[config.mk]
export PLATFORM = sky130hd
export DESIGN_NAME = gpio_mux_bank
export DESIGN_NICKNAME = d
export VERILOG_FILES = /design/src/rtl/gpio_bank_pkg.sv /design/src/rtl/gpio_port_slice.sv /design/src/rtl/gpio_readback.sv /design/src/rtl/gpio_mux_bank.sv
export SDC_FILE = /design/constraint.sdc
export NUM_CORES = 1
export LEC_CHECK = 0
export BUFFER_PORTS_ARGS = -buffer_cell sky130_fd_sc_hd__buf_4
export CORE_MARGIN = 5
export CORE_UTILIZATION = 45
export DETAILED_ROUTE_END_ITERATION = 12
export HOLD_SLACK_MARGIN = 0.12
export PLACE_DENSITY = 0.68
export SYNTH_ARGS = -nofsm -noshare
export SYNTH_HDL_FRONTEND = slang
export SYNTH_SLANG_ARGS = --single-unit
export TNS_END_PERCENT = 30
[constraint.sdc]
create_clock -name clk -period 4.25 [get_ports clk]
set_clock_uncertainty 0.05 [all_clocks]
set_input_delay 0.425 -clock clk [delete_from_list [all_inputs] [get_ports clk]]
set_output_delay 0.425 -clock clk [all_outputs]
set_load 0.01 [all_outputs]
[src/rtl/gpio_bank_pkg.sv]
package gpio_bank_pkg;
  localparam int NPORT  = 4;
  localparam int NREG   = 4;
  localparam int DATA_W = 8;
  localparam int ADDR_W = $clog2(NPORT * NREG);

  typedef enum logic [1:0] {
    OFF_PIN  = 2'd0,
    OFF_CTRL = 2'd1,
    OFF_DOUT = 2'd2,
    OFF_DIR  = 2'd3
  } reg_off_e;
endpackage

[src/rtl/gpio_port_slice.sv]
module gpio_port_slice #(
  parameter int              W          = 8,
  parameter bit              HAS_CTRL   = 1'b1,
  parameter logic [W-1:0]    STATIC_SEL = '0
) (
  input  logic         clk,
  input  logic         rst_n,
  input  logic         we_ctrl,
  input  logic         we_dout,
  input  logic         we_dir,
  input  logic [W-1:0] wdata,
  input  logic [W-1:0] alt_i,
  input  logic [W-1:0] pad_in,
  output logic [W-1:0] pad_out,
  output logic [W-1:0] pad_oe,
  output logic [W-1:0] ctrl_q,
  output logic [W-1:0] dout_q,
  output logic [W-1:0] dir_q,
  output logic [W-1:0] pin_q
);
  logic [W-1:0] dout_d, dir_d;
  logic [W-1:0] sync1_q, sync2_q;
  logic [W-1:0] sel;

  // next-state
  always_comb begin
    dout_d = dout_q;
    dir_d  = dir_q;
    if (we_dout) dout_d = wdata;
    if (we_dir)  dir_d  = wdata;
  end

  // registers with explicit enables
  always_ff @(posedge clk or negedge rst_n) begin
    if (!rst_n) begin
      dout_q <= '0;
      dir_q  <= '0;
    end else begin
      if (we_dout) dout_q <= dout_d;
      if (we_dir)  dir_q  <= dir_d;
    end
  end

  // pad synchroniser and pin-input register
  always_ff @(posedge clk or negedge rst_n) begin
    if (!rst_n) begin
      sync1_q <= '0;
      sync2_q <= '0;
      pin_q   <= '0;
    end else begin
      sync1_q <= pad_in;
      sync2_q <= sync1_q;
      pin_q   <= sync2_q;
    end
  end

  generate
    if (HAS_CTRL) begin : g_ctrl
      logic [W-1:0] ctrl_d;
      always_comb ctrl_d = we_ctrl ? wdata : ctrl_q;
      always_ff @(posedge clk or negedge rst_n) begin
        if (!rst_n)       ctrl_q <= '0;
        else if (we_ctrl) ctrl_q <= ctrl_d;
      end
      assign sel = ctrl_q;
    end else begin : g_static
      logic unused_we_ctrl;
      assign unused_we_ctrl = we_ctrl;
      assign ctrl_q = '0;
      assign sel    = STATIC_SEL;
    end
  endgenerate

  always_comb begin
    for (int i = 0; i < W; i++) begin
      pad_out[i] = sel[i] ? alt_i[i] : dout_q[i];
    end
  end

  assign pad_oe = dir_q;
endmodule

[src/rtl/gpio_readback.sv]
module gpio_readback
  import gpio_bank_pkg::*;
#(
  parameter int NSRC = NPORT * NREG
) (
  input  logic                   rd_en,
  input  logic [ADDR_W-1:0]      addr,
  input  logic [NSRC*DATA_W-1:0] src,
  output logic [DATA_W-1:0]      rdata
);
  always_comb begin
    rdata = '0;
    if (rd_en) rdata = src[addr*DATA_W +: DATA_W];
  end
endmodule

[src/rtl/gpio_mux_bank.sv]
module gpio_mux_bank
  import gpio_bank_pkg::*;
#(
  parameter int                  PORT_W   = 8,
  parameter int                  NARROW_W = 3,
  parameter logic [PORT_W-1:0]   SEL_C    = 8'hF0,
  parameter logic [NARROW_W-1:0] SEL_D    = 3'b101
) (
  input  logic                           clk,
  input  logic                           rst_n,
  input  logic                           bus_cs,
  input  logic                           bus_wr,
  input  logic                           bus_rd,
  input  logic [3:0]                     bus_addr,
  input  logic [7:0]                     bus_wdata,
  output logic [7:0]                     bus_rdata,
  input  logic [2*PORT_W-1:0]            lat_addr,
  input  logic [PORT_W+NARROW_W-1:0]     pld_cs,
  input  logic [3*PORT_W+NARROW_W-1:0]   pad_in,
  output logic [3*PORT_W+NARROW_W-1:0]   pad_out,
  output logic [3*PORT_W+NARROW_W-1:0]   pad_oe
);
  localparam int NSRC = NPORT * NREG;

  logic rst_s1_q, rst_s2_q;
  logic wr_en, rd_en;
  logic [1:0] port_idx;
  logic [1:0] reg_off;
  logic [NSRC*DATA_W-1:0] rb_src;

  // reset: asserted asynchronously, released on the clock
  always_ff @(posedge clk or negedge rst_n) begin
    if (!rst_n) begin
      rst_s1_q <= 1'b0;
      rst_s2_q <= 1'b0;
    end else begin
      rst_s1_q <= 1'b1;
      rst_s2_q <= rst_s1_q;
    end
  end

  assign wr_en    = bus_cs & bus_wr;
  assign rd_en    = bus_cs & bus_rd;
  assign port_idx = bus_addr[3:2];
  assign reg_off  = bus_addr[1:0];

  generate
    for (genvar p = 0; p < NPORT; p++) begin : g_port
      localparam int W    = (p == NPORT - 1) ? NARROW_W : PORT_W;
      localparam int BASE = p * PORT_W;
      localparam logic [W-1:0] SSEL = (p == 2) ? W'(SEL_C) :
                                      (p == 3) ? W'(SEL_D) : '0;
      logic [W-1:0] alt, ctrl_q, dout_q, dir_q, pin_q;
      logic hit;

      if (p < 2) begin : g_addr_src
        assign alt = lat_addr[p*PORT_W +: W];
      end else begin : g_pld_src
        assign alt = pld_cs[(p-2)*PORT_W +: W];
      end

      assign hit = wr_en && (port_idx == 2'(p));

      gpio_port_slice #(
        .W          (W),
        .HAS_CTRL   (p < 2),
        .STATIC_SEL (SSEL)
      ) u_slice (
        .clk     (clk),
        .rst_n   (rst_s2_q),
        .we_ctrl (hit && reg_off == OFF_CTRL),
        .we_dout (hit && reg_off == OFF_DOUT),
        .we_dir  (hit && reg_off == OFF_DIR),
        .wdata   (bus_wdata[W-1:0]),
        .alt_i   (alt),
        .pad_in  (pad_in[BASE +: W]),
        .pad_out (pad_out[BASE +: W]),
        .pad_oe  (pad_oe[BASE +: W]),
        .ctrl_q  (ctrl_q),
        .dout_q  (dout_q),
        .dir_q   (dir_q),
        .pin_q   (pin_q)
      );

      assign rb_src[(p*NREG + OFF_PIN )*DATA_W +: DATA_W] = DATA_W'(pin_q);
      assign rb_src[(p*NREG + OFF_CTRL)*DATA_W +: DATA_W] = DATA_W'(ctrl_q);
      assign rb_src[(p*NREG + OFF_DOUT)*DATA_W +: DATA_W] = DATA_W'(dout_q);
      assign rb_src[(p*NREG + OFF_DIR )*DATA_W +: DATA_W] = DATA_W'(dir_q);
    end
  endgenerate

  gpio_readback #(.NSRC(NSRC)) u_rb (
    .rd_en (rd_en),
    .addr  (bus_addr),
    .src   (rb_src),
    .rdata (bus_rdata)
  );
endmodule

==> results_dict.tcl, run 1 <==
set metrics [dict create \
    timing.final.crit_share_pct 58.62 \
    num_vias 3552 \
    class_of_the_worst_hold_path "in -> reg" \
    cts.clk_slew.worst_paths_ns 0.06 \
    syn2layout_area_growth_pct 29.69 \
    core_box_area_um2 13090 \
    final_max_slew_viol_count 0 \
    synthTopCellsByCount "dfrtp_1 (153), mux2_2 (86), mux2i_1 (21)" \
    synth_area_per_cell_um2 15.73 \
    powerDensity_nw_per_um2 489.0 \
    power_frac_seq_pct 46.7 \
    worst_ir_drop_vdd_v 0.0003186 \
    clk_root_buffer_cell "clkbuf_16" \
    worst-path-max-fanout 44 \
    power.clock.fraction_pct 37.0 \
    final_gp_congestion 0.8597 \
    report.power.total_mw 3.761 \
    clk-insertion-delay-late_ns 0.41 \
    cts_max_level 4 \
    netlist.area_leader.share_pct 64.57 \
    power.internal_mw 2.844 \
    route.detailed.vias_per_inst 5.082 \
    detailedRoute.firstPassIterationCount 4 \
    route.antenna.remaining_nets 0 \
    tritoncts.num_buffers 17 \
    drv_cap 0 \
    detail_route.drc_violations 0 \
    netSwitchingFraction_pct 24.37 \
    worst-endpoint-arrival_ns 2.02 \
    setup-tns-final_ns 0 \
    required_ns 3.77 \
    edff_count_synth 0 \
    die_x_um 124.8 \
    yosys-top-cells-area "dfrtp_1 (65%), mux2_2 (16%), mux4_2 (4.2%), mux2i_1 (3.5%), o211ai_1 (1.8%)" \
    synthFlopType "dfrtp_1" \
    clock_tree.buffer_depth 2 \
    rsz_0062_raised_after_global_routing "no" \
    yosysSeqAreaShare_pct 64.57 \
    first_global_vias 3963 \
    row_count 42 \
    synth_warnings 0 \
    boundaryPins 133 \
    synth_async_sr_flop_share_pct 100.0 \
    timing.setup.critical_path_class "in -> out" \
    wire_length_of_the_first_global_routing_pass_um 21470 \
    detailedRoute.firstIterationViolations 306 \
    syn_area_um2 5929 \
    globalRouteTotalUtil_pct 17.94 \
    finalHoldViolations 0 \
    grt_antenna_before_repair 0 \
    max_freq_ghz 0.4014 \
    synth_cell_types 30 \
    wire_length_reported_by_the_detailed_router_um 13160 \
    die-area_um2 15570 \
    grt.overflow.total 0 \
    p_leak_nw 3.537 \
    synth_top_cell_by_area "dfrtp_1" \
    start_util_pct 45.31 \
    final_net_count 582 \
    dieHeight_um 124.8 \
    num_antenna_cells 0 \
    relSlewSlack_pct 39.78 \
    critical_path.endpoint_type "output port" \
    pin_count_of_the_biggest_net_entering_global_routing 84 \
    cts_post_setup_buffers_inserted 0 \
    yosys_register_bits 153 \
    status "completed" \
    post_synth_inst_count 377 \
    numPortBuffers 115 \
    utilization_after_layout_pct 58.77 \
    net_count_after_synthesis 448 \
    finalSetupViolations 0 \
    share_of_layout_cells_above_drive_strength_1_pct 48.37 \
    synth_most_common_cell "dfrtp_1" \
    hpwlAfterDp_um 8933 \
    period_needed_ns 2.491 \
    numClockSinks 153 \
    wl_per_cell_um 18.83 \
    comb_power_share_pct 16.3 \
    cts_tree "built" \
    worst_setup_path_start_kind "input pin" \
    timing_worst_slew_pin_value_ns 0.9032 \
    total_switching_power_mw 0.9166 \
]
## power groups by stage
stage / Combinational (mW) / Sequential (mW) / Clock [mW]
global route: 0.663 / 1.78 / 1.50
detailed placement: 0.601 / 1.78 / 0
finish: 0.612 / 1.76 / 1.39
CTS: 0.624 / 1.76 / 1.43
global placement: 0.589 / 1.78 / 0
floorplan: 0.321 / 1.78 / 0
## worst max-delay path, cell delays in order
cell	delay (ns)
buf_4	0.54
mux2i_1	0.20
o211ai_1	0.26
a22oi_1	0.10
o211ai_1	0.29
buf_4	0.17
## stage by stage
stage / hold slack, ns / setup slack (ns) / area [µm²] / cells
3_3_place_gp: 0.1574 / 1.769 / 6859 / 640
6_report: 0.2586 / 1.759 / 7690 / 699
4_1_cts: 0.2378 / 1.765 / 7690 / 699
2_1_floorplan: 0.07941 / 1.664 / 5931 / 377
3_5_place_dp: 0.1579 / 1.785 / 6859 / 640
5_1_grt: 0.2435 / 1.624 / 7690 / 699
## per-layer routing
metal / track usage (%) / up-vias / wire length (µm) / part of all wire (%)
met1: 22.94 / 1806 / 5606 / 43
met5: 0 / - / 0 / 0
met3: 6.947 / 13 / 887 / 6.7
met4: 6.319 / 0 / 195 / 1.5
li1: - / 1616 / - / -
met2: 27.99 / 117 / 6473 / 49
## cell usage in the layout, fill, tap and decap left out, drive strengths merged, types with 4 or more instances in the layout
cell	instances
mux2i	21
nor2	8
dfrtp	153
mux2	86
clkbuf	24
o211ai	14
nor2b	6
clkinv	4
nand2	8
nand3	16
a31o	4
buf	116
dlygate4sd3	28
a22oi	8
mux4	11
## cell families after synthesis
| kind of cell | after synthesis | share of synthesized area, % |
|---|---|---|
| flops | 153 | 64.57 |
| mux | 118 | 24.06 |
| other cells | 1 | 0.06324 |
| compound gates | 27 | 3.461 |
| buf+inv | 31 | 3.123 |
| simple gates | 47 | 4.727 |
## final timing paths
| check | from | end | slack [ns] | cells after the start |
|---|---|---|---|---|
| setup / recovery | bus_addr[1] | bus_rdata[1] | 1.76 | 6 |
| hold / removal | bus_wdata[6] | g_port[1].u_slice.dir_q[6] | 0.26 | 2 |
| setup reg to reg | rst_s2_q | g_port[1].u_slice.ctrl_q[4] | 2.83 | 1 |
| hold reg to reg | g_port[3].u_slice.sync2_q[1] | g_port[3].u_slice.pin_q[1] | 0.29 | 0 |
| max in group asynchronous | rst_s2_q | g_port[1].u_slice.ctrl_q[4] | 2.83 | 1 |
| min in group asynchronous | rst_n | rst_s2_q | 0.27 | 2 |
## flip-flops by register name, summed over array words and instances, names as in the netlist
name,count
g_port.u_slice.ctrl_q,16
g_port.u_slice.dir_q,27
g_port.u_slice.dout_q,27
g_port.u_slice.pin_q,27
g_port.u_slice.sync1_q,27
g_port.u_slice.sync2_q,27
rst_s1_q,1
rst_s2_q,1
## cell type report
class / instances / area [µm²]
Sequential cell: 153 / 3832
Clock inverter: 7 / 68.82
Fill cell: 1029 / 5395
Timing Repair Buffer: 144 / 1164
Clock buffer: 24 / 481.7
Tap cell: 176 / 220.2
Inverter: 2 / 7.507
Multi-Input combinational cell: 193 / 1916
## timing repair
action                    CTS  global route
hold buffers               28             0
gates resized for setup     0             0
hold endpoints to repair   29             0
No activity file was read; power rests on OpenSTA's default activity.
==> run 2, diff against run 1 <==
--- a/config.mk
+++ b/config.mk
@@ -5,12 +5,13 @@
 export SDC_FILE = /design/constraint.sdc
 export NUM_CORES = 1
 export LEC_CHECK = 0
+export ABC_AREA = 1
 export BUFFER_PORTS_ARGS = -buffer_cell sky130_fd_sc_hd__buf_4
 export CORE_MARGIN = 5
 export CORE_UTILIZATION = 45
 export DETAILED_ROUTE_END_ITERATION = 12
 export HOLD_SLACK_MARGIN = 0.12
-export PLACE_DENSITY = 0.68
+export PLACE_DENSITY = 0.65
 export SYNTH_ARGS = -nofsm -noshare
 export SYNTH_HDL_FRONTEND = slang
 export SYNTH_SLANG_ARGS = --single-unit
==> constraint.sdc (replaced) <==
create_clock -name clk -period 2.5 [get_ports clk]
set_clock_uncertainty 0.05 [all_clocks]
set_input_delay 0.25 -clock clk [delete_from_list [all_inputs] [get_ports clk]]
set_output_delay 0.25 -clock clk [all_outputs]
set_load 0.01 [all_outputs]
==> results_dict.tcl, run 2 <==
set metrics [dict create \
    dp.cells 892 \
    class_of_the_worst_hold_path "in -> reg" \
    detailedRoute.firstPassIterationCount 5 \
    boundaryPins 133 \
    hpwlAfterDp_um 10170 \
    detail_route.drc_violations 0 \
    comb_power_share_pct 16.5 \
    synthTopCellsByCount "nand2_1 (276), dfrtp_1 (153), o21ai_1 (38)" \
    start_util_pct 46.13 \
    required_ns 2.20 \
    grt.overflow.total 0 \
    net_count_after_synthesis 701 \
    dieHeight_um 127.0 \
    cpPeakStageDelay_ns 0.43 \
    max_freq_ghz 0.4865 \
    cts_post_setup_buffers_inserted 0 \
    layout_commonest_cell "nand2_1" \
    critical_path.endpoint_type "output port" \
    final_net_count 835 \
    share_of_layout_cells_above_drive_strength_1_pct 27.45 \
    first_global_vias 4782 \
    path_cells "buf_4 > nand2_1 > inv_2 > nand2_1 > nand3_1 > nand2_1 > nand2_1 > nor2_1 > nor2_1 > buf_4" \
    tritoncts.num_buffers 17 \
    syn_area_um2 6157 \
    worst-path-max-fanout 44 \
    r2r_path_start "rst_s2_q" \
    synth_warnings 0 \
    synthFlopType "dfrtp_1" \
    edff_count_synth 0 \
    power.internal_mw 4.875 \
    yosysSeqAreaShare_pct 62.18 \
    synth_area_per_cell_um2 9.773 \
    hold_ws_ns 0.2613 \
    detailedRoute.firstIterationViolations 320 \
    timing.setup.critical_path_class "in -> out" \
    worst_ir_drop_vdd_v 0.0005565 \
    final_gp_congestion 0.8828 \
    route.antenna.remaining_nets 0 \
    clk-insertion-delay-late_ns 0.42 \
    num-fill-cells 1143 \
    timing_worst_slew_pin_value_ns 0.8129 \
    clk_root_buffer_cell "clkbuf_16" \
    yosys-top-cells-area "dfrtp_1 (62%), nand2_1 (17%), o21ai_2 (4.4%), o21ai_1 (3.1%), buf_4 (2.2%)" \
    netSwitchingFraction_pct 26.43 \
    crit_path_top_delay_cell "buf_4" \
    clock_tree.buffer_depth 2 \
    synth_cell_types 22 \
    total_switching_power_mw 1.752 \
    cts_max_level 4 \
    finalSetupViolations 0 \
    power_frac_seq_pct 44.9 \
    cts.clk_slew.worst_paths_ns 0.06 \
    post_synth_inst_count 630 \
    worst-endpoint-arrival_ns 1.76 \
    mostFrequentLayoutCells "nand2_1 (276), dfrtp_1 (152), buf_4 (119)" \
    synth_top_cell_by_area "dfrtp_1" \
    hold_start "bus_wdata[3]" \
    die-area_um2 16120 \
    grt_antenna_before_repair 0 \
    status "completed" \
    timing.final.crit_share_pct 82.22 \
    p_leak_nw 4.048 \
    final_max_slew_viol_count 0 \
    stdcell_count 952 \
    row_count 42 \
    num_vias 4673 \
    power.clock.fraction_pct 38.6 \
    die_x_um 127.0 \
    core_box_area_um2 13350 \
    route.detailed.vias_per_inst 4.909 \
    num_antenna_cells 0 \
    synth_most_common_cell "nand2_1" \
    syn2layout_area_growth_pct 28.86 \
    worst_setup_path_start_kind "input pin" \
    pin_count_of_the_biggest_net_entering_global_routing 88 \
    powerDensity_nw_per_um2 835.3 \
    wire_length_of_the_first_global_routing_pass_um 24720 \
    report.power.total_mw 6.627 \
    wl_per_cell_um 15.86 \
    cts_tree "built" \
    netlist.area_leader.share_pct 62.18 \
    numPortBuffers 115 \
    worst_path_most_repeated_cell "nand2_1" \
    period_needed_ns 2.056 \
    drv_cap 0 \
    synth_async_sr_flop_share_pct 100.0 \
    setup-tns-final_ns 0 \
    globalRouteTotalUtil_pct 19.81 \
    relSlewSlack_pct 45.81 \
    wire_length_reported_by_the_detailed_router_um 15100 \
    rsz_0062_raised_after_global_routing "no" \
    yosys_register_bits 153 \
    post_placement_setup_slack_ns 0.4552 \
    finalHoldViolations 0 \
    numClockSinks 153 \
    crit_start "bus_addr[0]" \
    timing.final.ws_setup_ns 0.4444 \
]
## run 2: kinds of logic (layout without fill, tap and decap cells)
group | after synthesis | after routing | share of synthesized area (%)
flops | 153 | 153 | 62.18
buf+inv | 60 | 206 | 5.609
other cells | 1 | 1 | 0.06090
mux | 11 | 11 | 2.012
compound gates | 80 | 80 | 8.393
simple gates | 325 | 325 | 21.74
## run 2: power groups by stage
stage,combinational [mW],clock [mW],sequential (mW)
6_report,1.09,2.56,2.97
5_1_grt,1.22,2.72,3.01
2_1_floorplan,0.575,0,3.01
3_5_place_dp,1.07,0,3.01
3_3_place_gp,1.04,0,3.00
4_1_cts,1.11,2.61,2.97
## run 2: through the flow
step           instance area (µm²)  utilization [%]
2_1_floorplan                 6161                -
6_report                      7934            59.44
4_1_cts                       7934            59.44
3_5_place_dp                  7049            52.81
3_3_place_gp                  7049            52.81
5_1_grt                       7934            59.44
## run 2: area by class of cell
type / instances / area (µm²) / area share (%)
multi-input cells: 417 / 1983 / 25.00
repair buffers: 149 / 1204 / 15.17
well taps: 176 / 220.2 / 2.776
clock buffers: 19 / 442.9 / 5.583
inverters: 26 / 100.1 / 1.262
flip-flops and latches: 153 / 3832 / 48.30
clock inverters: 12 / 151.4 / 1.908
## run 2: final timing paths
check | endpoint | slack (ns) | cells after the start
min in group asynchronous | g_port[1].u_slice.pin_q[3] | 0.30 | 1
max in group asynchronous | g_port[0].u_slice.dout_q[6] | 1.38 | 1
hold reg to reg | g_port[2].u_slice.pin_q[3] | 0.29 | 0
setup reg to reg | g_port[0].u_slice.dout_q[6] | 1.38 | 1
hold / removal | g_port[1].u_slice.ctrl_q[3] | 0.26 | 3
setup / recovery | bus_rdata[2] | 0.44 | 10
## run 2: per-layer routing
metal / global-route usage (%) / share of wire [%] / vias to the layer above
met2: 31.94 / 49 / 132
li1: - / - / 2256
met3: 5.718 / 5.7 / 22
met5: 0 / 0 / -
met4: 7.508 / 2.0 / 0
met1: 25.51 / 44 / 2263
## run 2: critical path, delay by kind of cell
family / cells / cell delay (ns)
simple gates: 7 / 0.61
buf+inv: 3 / 0.86
## run 2: timing repair
action                                 CTS  global route
setup endpoints to repair                0             0
resized for setup                        0             0
hold buffers                            29             0
endpoints found under the hold margin   29             0
==> run 3, diff against run 2 <==
==> constraint.sdc (replaced) <==
create_clock -name clk -period 1.9 [get_ports clk]
set_clock_uncertainty 0.05 [all_clocks]
set_input_delay 0.19 -clock clk [delete_from_list [all_inputs] [get_ports clk]]
set_output_delay 0.19 -clock clk [all_outputs]
set_load 0.01 [all_outputs]
==> results_dict.tcl, run 3 (synthesis gave the netlist of run 2 again) <==
set metrics [dict create \
    status "completed" \
    grt.overflow.total 0 \
    power.internal_mw 6.946 \
    timing.setup.critical_path_class "reg -> out" \
    powerDensity_nw_per_um2 1138 \
    tritoncts.num_buffers 17 \
    hpwlAfterDp_um 10520 \
    max_freq_ghz 0.5484 \
    row_count 42 \
    wl_per_cell_um 15.90 \
    timing.critical_path.buf_inv 1 \
    rsz_0062_raised_after_global_routing "yes" \
    wire_length_reported_by_the_detailed_router_um 15330 \
    p_leak_nw 4.157 \
    comb_power_share_pct 16.0 \
    timing.final.ws_setup_ns 0.07648 \
    clk_root_buffer_cell "clkbuf_16" \
    crit_path_top_delay_cell "dfrtp_1" \
    start_util_pct 46.13 \
    required_ns 1.66 \
    timing.final.crit_share_pct 95.97 \
    cts_tree "built" \
    layout_commonest_cell "nand2_1" \
    worst_setup_path_start_kind "flop" \
    detailedRoute.firstIterationViolations 497 \
    clock_tree.buffer_depth 2 \
    detail_route.drc_violations 0 \
    grt_antenna_before_repair 0 \
    netSwitchingFraction_pct 25.09 \
    boundaryPins 133 \
    final_net_count 847 \
    drv_cap 0 \
    worst-endpoint-arrival_ns 1.58 \
    power_frac_seq_pct 42.3 \
    route.detailed.vias_per_inst 4.880 \
    syn2layout_area_growth_pct 32.37 \
    num_antenna_cells 0 \
    class_of_the_worst_hold_path "reg -> async" \
    timing_worst_slew_pin_value_ns 0.5753 \
    detailedRoute.firstPassIterationCount 5 \
    worst-path-max-fanout 3 \
    final_max_slew_viol_count 0 \
    relSlewSlack_pct 61.60 \
    cts_max_level 4 \
    cpPeakStageDelay_ns 0.41 \
    route.antenna.remaining_nets 0 \
    share_of_layout_cells_above_drive_strength_1_pct 29.95 \
    numClockSinks 153 \
    finalSetupViolations 0 \
    period_needed_ns 1.824 \
    dieHeight_um 127.0 \
    finalHoldViolations 0 \
    core_box_area_um2 13350 \
    cts.clk_slew.worst_paths_ns 0.06 \
    mostFrequentLayoutCells "nand2_1 (269), dfrtp_1 (152), buf_4 (130)" \
    pin_count_of_the_biggest_net_entering_global_routing 72 \
    worst_path_most_repeated_cell "nand2_1" \
    worst_ir_drop_vdd_v 0.0008118 \
    critical_path.endpoint_type "output port" \
    num_vias 4704 \
    power.clock.fraction_pct 41.7 \
    setup-tns-final_ns 0 \
    clk-insertion-delay-late_ns 0.43 \
    die_x_um 127.0 \
    final_gp_congestion 0.8862 \
    wire_length_of_the_first_global_routing_pass_um 24630 \
    numPortBuffers 115 \
    utilization_after_layout_pct 61.06 \
    path_cells "nand2_1 > nand2_1 > nand2_1 > nand2_1 > nand2_1 > nand2_1 > nor2_2 > nor2_1 > buf_4" \
    total_switching_power_mw 2.327 \
    post_placement_setup_slack_ns 0.09067 \
    first_global_vias 4649 \
    cell_family_with_most_cp_delay "simple AND/OR/NAND/NOR gates" \
    die-area_um2 16120 \
    globalRouteTotalUtil_pct 19.80 \
]
-- run 3: cell types whose count changed in the layout (fill, tap and decap cells not counted), moves of 4 or more --
cell / previous run / this run
bufinv_16: 3 / 7
nand2_2: 4 / 11
buf_4: 119 / 130
nand2_1: 276 / 269
-- run 3: layout make-up --
class / instances / area [µm²]
fill: 1127 / 5197
sequential: 153 / 3832
multi-input combinational: 417 / 2013
timing repair buffer: 161 / 1306
clock buffer: 18 / 429.2
clock inverter: 13 / 249.0
tap: 176 / 220.2
inverter: 26 / 100.1
-- run 3: power groups by stage --
stage	logic [mW]	registers, mW	clock network, mW
floorplan	0.756	3.96	0
global placement	1.39	3.96	0
detailed placement	1.41	3.97	0
CTS	1.47	3.92	3.94
global route	1.65	3.96	4.08
finish	1.49	3.92	3.86
-- run 3: layer usage --
layer	global-route usage [%]	share of wire, %
met1	26.56	44
met3	5.885	6.4
met4	7.823	2.7
met2	30.48	47
met5	0	0
-- run 3: worst paths after layout --
check | start | to | slack (ns) | depth (start not counted)
min | rst_s2_q | g_port[3].u_slice.dir_q[0] | 0.18 | 0
min in group clk | bus_wdata[7] | g_port[1].u_slice.dout_q[7] | 0.18 | 3
min reg2reg | rst_s2_q | g_port[3].u_slice.dir_q[0] | 0.18 | 0
max | g_port[0].u_slice.ctrl_q[2] | bus_rdata[2] | 0.08 | 9
max in group asynchronous | rst_s2_q | g_port[0].u_slice.dout_q[4] | 0.95 | 1
max reg2reg | rst_s2_q | g_port[0].u_slice.dout_q[4] | 0.95 | 1
-- run 3: timing repair --
action,CTS,global route
resized for setup,0,13
hold buffers,29,0
endpoints found under the setup margin,0,8
hold endpoints to repair,29,0
buffers inserted,0,3
-- run 3: stage by stage --
stage          power (mW)  cells  area, µm²  hold slack [ns]
2_1_floorplan       4.719    630       6161          -0.1556
3_3_place_gp        5.348    901       7129         -0.07624
3_5_place_dp        5.385    901       7129         -0.07645
4_1_cts             9.328    961       8098           0.1671
5_1_grt             9.688    964       8150           0.1884
6_report            9.272    964       8150           0.1754
